===== src/rtl/hs_wavegen_pkg.sv =====
package hs_wavegen_pkg;
  typedef enum logic [1:0] {
    PH_IDLE  = 2'd0,
    PH_PRE   = 2'd1,
    PH_BURST = 2'd2,
    PH_POST  = 2'd3
  } phase_e;

  localparam int unsigned TICK_HZ = 1_000_000;
  localparam int unsigned CMP_W   = 16;
endpackage


===== src/rtl/hs_tick_div.sv =====
module hs_tick_div #(
  parameter int unsigned DIV = 50
) (
  input  logic clk,
  input  logic rst_n,
  input  logic restart_i,
  input  logic run_i,
  output logic tick_o
);
  generate
    if (DIV <= 1) begin : g_pass
      assign tick_o = run_i;
    end else begin : g_div
      localparam int unsigned CW = $clog2(DIV);
      logic [CW-1:0] cnt_q;
      logic          wrap;

      assign wrap   = (cnt_q == CW'(DIV - 1));
      assign tick_o = run_i && wrap;

      always_ff @(posedge clk) begin
        if (!rst_n || restart_i) cnt_q <= '0;
        else if (run_i)          cnt_q <= wrap ? '0 : cnt_q + 1'b1;
      end

      // ticks never come on back-to-back cycles when dividing
      a_r3_tick_spaced: assert property (@(posedge clk) disable iff (!rst_n)
        tick_o |=> !tick_o);
    end
  endgenerate
endmodule


===== src/rtl/hs_pwm_chan.sv =====
module hs_pwm_chan
  import hs_wavegen_pkg::*;
#(
  parameter int unsigned PERIOD = 10
) (
  input  logic             clk,
  input  logic             rst_n,
  input  logic             clr_i,
  input  logic             run_i,
  input  logic             tick_i,
  input  logic [CMP_W-1:0] cmp_i,
  output logic             line_o
);
  localparam int unsigned RELOAD = PERIOD - 1;

  logic [CMP_W-1:0] cnt_q;

  always_ff @(posedge clk) begin
    if (!rst_n || clr_i)       cnt_q <= '0;
    else if (run_i && tick_i)  cnt_q <= (cnt_q == CMP_W'(RELOAD)) ? '0 : cnt_q + 1'b1;
  end

  // compare of zero yields constant low, all ones yields constant high
  assign line_o = (cnt_q < cmp_i);

  // counter stays inside its reload range
  a_r4_cnt_range: assert property (@(posedge clk) disable iff (!rst_n)
    cnt_q <= CMP_W'(RELOAD));

  // counter only moves on a tick or a clear
  a_r4_cnt_hold: assert property (@(posedge clk) disable iff (!rst_n)
    (!tick_i && !clr_i) |=> $stable(cnt_q));
endmodule


===== src/rtl/hs_phase_seq.sv =====
module hs_phase_seq
  import hs_wavegen_pkg::*;
#(
  parameter int unsigned PRE_T   = 5000,
  parameter int unsigned BURST_T = 50000,
  parameter int unsigned POST_T  = 10000
) (
  input  logic   clk,
  input  logic   rst_n,
  input  logic   start_i,
  input  logic   tick_i,
  output phase_e phase_o,
  output logic   done_o,
  output logic   restart_o,
  output logic   burst_clr_o
);
  localparam int unsigned MAX_AB = (PRE_T > BURST_T) ? PRE_T : BURST_T;
  localparam int unsigned MAX_T  = (MAX_AB > POST_T) ? MAX_AB : POST_T;
  localparam int unsigned TW     = $clog2(MAX_T + 1);

  phase_e          phase_q;
  logic [TW-1:0]   tmr_q;
  logic [TW-1:0]   len_m1;
  logic            last;
  logic            done_q;

  always_comb begin
    case (phase_q)
      PH_PRE:   len_m1 = TW'(PRE_T - 1);
      PH_BURST: len_m1 = TW'(BURST_T - 1);
      default:  len_m1 = TW'(POST_T - 1);
    endcase
  end

  assign last        = (tmr_q == len_m1);
  assign restart_o   = (phase_q == PH_IDLE) && start_i;
  assign burst_clr_o = (phase_q == PH_PRE) && tick_i && last;

  always_ff @(posedge clk) begin
    if (!rst_n) begin
      phase_q <= PH_IDLE;
      tmr_q   <= '0;
      done_q  <= 1'b0;
    end else begin
      done_q <= 1'b0;
      if (phase_q == PH_IDLE) begin
        tmr_q <= '0;
        if (start_i) phase_q <= PH_PRE;
      end else if (tick_i) begin
        if (last) begin
          tmr_q <= '0;
          case (phase_q)
            PH_PRE:   phase_q <= PH_BURST;
            PH_BURST: phase_q <= PH_POST;
            default: begin
              phase_q <= PH_IDLE;
              done_q  <= 1'b1;
            end
          endcase
        end else begin
          tmr_q <= tmr_q + 1'b1;
        end
      end
    end
  end

  assign phase_o = phase_q;
  assign done_o  = done_q;

  // an active phase only advances on a tick
  a_r3_phase_on_tick: assert property (@(posedge clk) disable iff (!rst_n)
    (phase_q != PH_IDLE && !tick_i) |=> $stable(phase_q));

  // done is a single-cycle pulse
  a_r6_done_pulse: assert property (@(posedge clk) disable iff (!rst_n)
    done_q |=> !done_q);

  // a running burst never falls back to the pre phase
  a_r7_no_restart: assert property (@(posedge clk) disable iff (!rst_n)
    (phase_q == PH_BURST) |=> (phase_q != PH_PRE));
endmodule


===== src/rtl/hs_wavegen.sv =====
module hs_wavegen
  import hs_wavegen_pkg::*;
#(
  parameter int unsigned CLK_HZ       = 50_000_000,
  parameter int unsigned CLK_LINE_HZ  = 100_000,
  parameter int unsigned DAT_LINE_HZ  = 200_000,
  parameter int unsigned PRE_US       = 5_000,
  parameter int unsigned BURST_US     = 50_000,
  parameter int unsigned POST_US      = 10_000,
  parameter bit          PRE_CLK_LVL  = 1'b0,
  parameter bit          PRE_DAT_LVL  = 1'b0,
  parameter bit          POST_CLK_LVL = 1'b0,
  parameter bit          POST_DAT_LVL = 1'b0
) (
  input  logic clk,
  input  logic rst_n,
  input  logic start_i,
  output logic busy_o,
  output logic done_o,
  output logic pins_to_i2c_o,
  output logic clk_line_o,
  output logic dat_line_o
);
  localparam int unsigned DIV     = CLK_HZ / TICK_HZ;
  localparam int unsigned CLK_PER = TICK_HZ / CLK_LINE_HZ;
  localparam int unsigned DAT_PER = TICK_HZ / DAT_LINE_HZ;
  localparam int unsigned NCH     = 2;

  phase_e phase;
  logic   tick, restart, burst_clr, busy;
  logic [NCH-1:0] line;

  assign busy = (phase != PH_IDLE);

  hs_tick_div #(.DIV(DIV)) u_div (
    .clk       (clk),
    .rst_n     (rst_n),
    .restart_i (restart),
    .run_i     (busy),
    .tick_o    (tick)
  );

  hs_phase_seq #(
    .PRE_T   (PRE_US),
    .BURST_T (BURST_US),
    .POST_T  (POST_US)
  ) u_seq (
    .clk         (clk),
    .rst_n       (rst_n),
    .start_i     (start_i),
    .tick_i      (tick),
    .phase_o     (phase),
    .done_o      (done_o),
    .restart_o   (restart),
    .burst_clr_o (burst_clr)
  );

  generate
    for (genvar g = 0; g < NCH; g++) begin : g_ch
      localparam int unsigned PER  = (g == 0) ? CLK_PER : DAT_PER;
      localparam bit          PRE  = (g == 0) ? PRE_CLK_LVL  : PRE_DAT_LVL;
      localparam bit          POST = (g == 0) ? POST_CLK_LVL : POST_DAT_LVL;

      logic [CMP_W-1:0] cmp;

      always_comb begin
        case (phase)
          PH_BURST: cmp = CMP_W'(PER / 2);
          PH_PRE:   cmp = PRE  ? '1 : '0;
          default:  cmp = POST ? '1 : '0;
        endcase
      end

      hs_pwm_chan #(.PERIOD(PER)) u_chan (
        .clk    (clk),
        .rst_n  (rst_n),
        .clr_i  (burst_clr),
        .run_i  (phase == PH_BURST),
        .tick_i (tick),
        .cmp_i  (cmp),
        .line_o (line[g])
      );
    end
  endgenerate

  assign busy_o        = busy;
  assign pins_to_i2c_o = !busy;
  assign clk_line_o    = line[0];
  assign dat_line_o    = line[1];

  // both lines pinned to their pre levels during the pre phase
  a_r2_pre_levels: assert property (@(posedge clk) disable iff (!rst_n)
    (phase == PH_PRE) |-> (clk_line_o == PRE_CLK_LVL && dat_line_o == PRE_DAT_LVL));

  // pins return to the I2C controller together with the done pulse
  a_r6_handover_done: assert property (@(posedge clk) disable iff (!rst_n)
    $rose(pins_to_i2c_o) |-> done_o);
endmodule


===== config.mk =====
export PLATFORM = sky130hd
export DESIGN_NAME = hs_wavegen
export DESIGN_NICKNAME = d
export VERILOG_FILES = /design/src/rtl/hs_wavegen_pkg.sv /design/src/rtl/hs_tick_div.sv /design/src/rtl/hs_pwm_chan.sv /design/src/rtl/hs_phase_seq.sv /design/src/rtl/hs_wavegen.sv
export SDC_FILE = /design/constraint.sdc
export NUM_CORES = 1
export LEC_CHECK = 0
export BUFFER_PORTS_ARGS = -buffer_cell sky130_fd_sc_hd__clkbuf_2
export CAP_MARGIN = 10
export CORE_MARGIN = 5
export CORE_UTILIZATION = 60
export CTS_CLUSTER_DIAMETER = 50
export DETAILED_ROUTE_END_ITERATION = 8
export GPL_ROUTABILITY_DRIVEN = 0
export PLACE_DENSITY = 0.85
export SLEW_MARGIN = 20
export SYNTH_ARGS = -nofsm -noshare
export SYNTH_HDL_FRONTEND = slang
export SYNTH_HIERARCHICAL = 1
export SYNTH_SLANG_ARGS = --single-unit

===== constraint.sdc =====
create_clock -name clk -period 4.1 [get_ports clk]
set_clock_uncertainty 0.2 [all_clocks]
set_input_delay 0.41 -clock clk [delete_from_list [all_inputs] [get_ports clk]]
set_output_delay 0.41 -clock clk [all_outputs]
set_load 0.005 [all_outputs]

==> reports/results.env <==
RUN_STATUS='finished clean'
ROUTE.VIAS.TOTAL=3043
ANTENNA_VIOL_NETS_FINAL=0
CRIT_BUF_INV=1
PLACE_WORST_SETUP_SLACK_NS=0.890
ROOT_BUFFER='sky130_fd_sc_hd__clkbuf_8'
FLOORPLAN.DIE_AREA_MM2=0.00773
AREA.SEQUENTIAL_MM2=0.00114
POWER.IR.VDD_WORST_mV=0.201
ASYNCSETRESETFLOPFRACSYNTH_PCT=0
MULTI_INPUT_AREA_MM2=0.00237
WORST_SLEW_PIN_SLEW_NS=0.691
STD_CELL_ROWS=28
SLEW_HEADROOM_PCT=53.9
CRITPATHMAXFANOUT=16
CELLLEAKAGEPOWER_uW=0.00163
MAXSLEWVIOLCOUNT=0
PERIOD_MINUS_SLACK_NS=2.99
CRITICAL-PATH-SLOWEST-CELL='sky130_fd_sc_hd__a222oi_1'
INSERTION_DELAY_NS=0.34
WORST_PATH_LARGEST_CELL_DELAY_NS=0.51
FINAL_SETUP_VIOLATION_COUNT=0
N_ANTENNA_CELL=0
POWER_PER_CELL_AREA_mW_PER_MM2=294
FIRST_GLOBAL_VIAS=2968
TOTALWIRELENGTH_UM=7110
NUMCTSBUFFERS=9
FLOORPLAN.DIE.HEIGHT_UM=87.9
KIND_OF_PATH_BEHIND_THE_TIGHTEST_HOLD_CHECK='input port to register'
FINAL_AREA_MM2=0.00401
SYNTHESIS.INSTANCES=431
CTS_NUM_SINKS=57
DPL.HPWL_UM=5260
GRT-OVFL-TOTAL=0
MOST-COMMON-LAYOUT-CELLS='sky130_fd_sc_hd__dfxtp_1 (57), sky130_fd_sc_hd__nor2_1 (49), sky130_fd_sc_hd__inv_1 (43)'
PLACEMENT.IO_BUFFERS=7
LAYOUT.NETS=511
CTS_TREE='built'
LAYOUT-AREA-OVERHEAD-VS-SYNTH_PCT=10.0
SYNTH.FF_LATCH_COUNT=57
POST-CTS-SETUP-BUFFERS=0
CHIPWIDTH_UM=87.9
IOS=8
GRT_SETUP_UNREPAIRED='false'
STARTPOINT_TYPE='register'
CRIT_CHAIN='inv_1 -> ha_1 -> or3b_2 -> a222oi_1 -> and3_2 -> and2b_1 -> o31ai_4 -> nor2_1'
SYNTH.CELL_AREA_MM2=0.00364
CLOCK_TREE.HTREE_LEVEL_COUNT=3
FINAL_MIN_PERIOD_OVER_CLOCK_PERIOD_PCT=73.0
SYNTH_CELL_TYPE_COUNT=61
CRITICALPATHCATEGORY='register to register'
POST_SYNTH_EDFFS=0
PATH_CLK_SLEW_NS=0.07
END_KIND='register'
DATA_ARRIVAL_TIME_OF_THE_WORST_PATH_NS=2.98
DETAIL_ROUTE.VIAS_PER_CELL=5.56
NFILLCELLS=487
LARGEST_BUFFER_COUNT_ON_ANY_CLOCK_PATH=2
CRITICAL_PATH_REQUIRED_NS=4.08
DRIVE_GT1_SHARE_PCT=8.69
LARGEST_NET_DEGREE_AT_THE_START_OF_GLOBAL_ROUTING=19
GLOBAL_ROUTE_WIRE_LENGTH_BEFORE_REPAIR_UM=12800
GRT_ANTENNA_BEFORE_REPAIR=0
YS_FLOP_TYPE='sky130_fd_sc_hd__dfxtp_1'
POSTSYNTHAREAPERCELL_UM2=8.45
TIMING.CRITICAL_PATH.MAX_DELAY_FAMILY='simple AND/OR/NAND/NOR gates'
START_UTIL_PCT=61.5
CTS.HOLD.BUFFERS_ADDED=0
POST_CTS_RESIZED=0
SYNTH_WARNINGS=6
FINAL_COMMON_CELL='sky130_fd_sc_hd__dfxtp_1'
DPL-INSTANCE-AREA_MM2=0.00381
DRC_ERRORS=0
SETUP_WS_NS=1.11
DRV_CAP=0
TNS_NS=0
FMAXACHIEVABLE_GHz=0.334
DRT_FIRST_ITER_VIOLATIONS=102
ROUTED_WIRE_LENGTH_PER_INSTANCE_UM=13.0
FLOORPLAN.CORE_AREA_MM2=0.00592
SEQUENTIAL_CELL_AREA_FRACTION_IN_THE_YOSYS_REPORT_PCT=31.3
TRACK_USAGE_PCT=20.6
DRT_FIRST_PASS_ITERS=5
FINALHOLDVIOLCOUNT=0
layout make-up:
class	count	share of cell area [%]
Tap cell	75	2.34
Multi-Input combinational cell	348	59.2
Clock inverter	5	1.34
Clock buffer	11	3.53
Timing Repair Buffer	8	1.06
Sequential cell	57	28.5
Inverter	43	4.03
synthesized netlist by cell type, drive strengths merged (3+ instances only):
library cell  count  area [um^2]
and2              6         37.5
a21o              7         53.8
nand3            17         97.6
o21ai            15         78.8
or3              11         75.1
clkbuf            3         11.3
nand2b            3         21.3
buf               8         63.8
and3              7         45.1
ha               41          513
inv              43          161
nand2            25         93.8
a21oi            20          104
nand4            27          175
xnor2             7         61.3
dfxtp            57         1140
and4             11          100
nor2             49          184
nor4              4         25.0
nor3              4         20.0
xor2             32          280
sequential cells by signal, summed over array words and instances, names as in the netlist:
signal,count
g_ch.u_chan/cnt_q,32
u_seq/tmr_q,16
u_div/g_div.cnt_q,6
u_seq/phase_o,2
u_seq/done_o,1
per-layer routing:
| layer | global-route usage, % | share of wire [%] | vias to the layer above |
|---|---|---|---|
| met2 | 36.7 | 50 | 56 |
| met4 | 8.37 | 1.5 | 0 |
| met3 | 5.55 | 3.6 | 16 |
| li1 | - | - | 1566 |
| met1 | 23.2 | 45 | 1405 |
| met5 | 0 | 0 | - |
power breakdown:
part,switching [uW],internal (uW),total [uW]
combinational,57.7,35.4,93.1
sequential,6.14,558,564
clock,224,296,520
total,288,890,1180
path summary, 6_finish.rpt:
path | slack (ns) | startpoint | cells after the start | end
max reg2reg | 1.11 | u_seq/phase_o[0] | 8 | g_ch[0].u_chan/cnt_q[2]
min | 0.17 | rst_n | 2 | u_seq/phase_o[0]
min reg2reg | 0.32 | u_seq/tmr_q[13] | 2 | u_seq/tmr_q[13]
max | 1.11 | u_seq/phase_o[0] | 8 | g_ch[0].u_chan/cnt_q[2]
cell families after synthesis:
kind of cell | count (synthesis) | share of synthesized area [%]
AO/OA/AOI/OAI | 60 | 11.1
XOR/XNOR | 39 | 9.38
adder cells (fa/ha/maj) | 41 | 14.1
buffers and inverters | 54 | 6.49
flip-flops | 57 | 31.3
multiplexers | 2 | 0.549
other | 1 | 0.103
AND/OR/NAND/NOR | 177 | 27.0
metrics by stage:
stage	cells	util [%]	power, uW	hold slack, ns
global route	547	67.7	1230	0.174
finish	547	67.7	1180	0.169
CTS	547	67.6	1180	0.153
floorplan	459	-	651	0.263
detailed placement	531	64.3	667	0.303
global placement	531	64.3	664	0.283
Power figures use the tool's default switching activity.
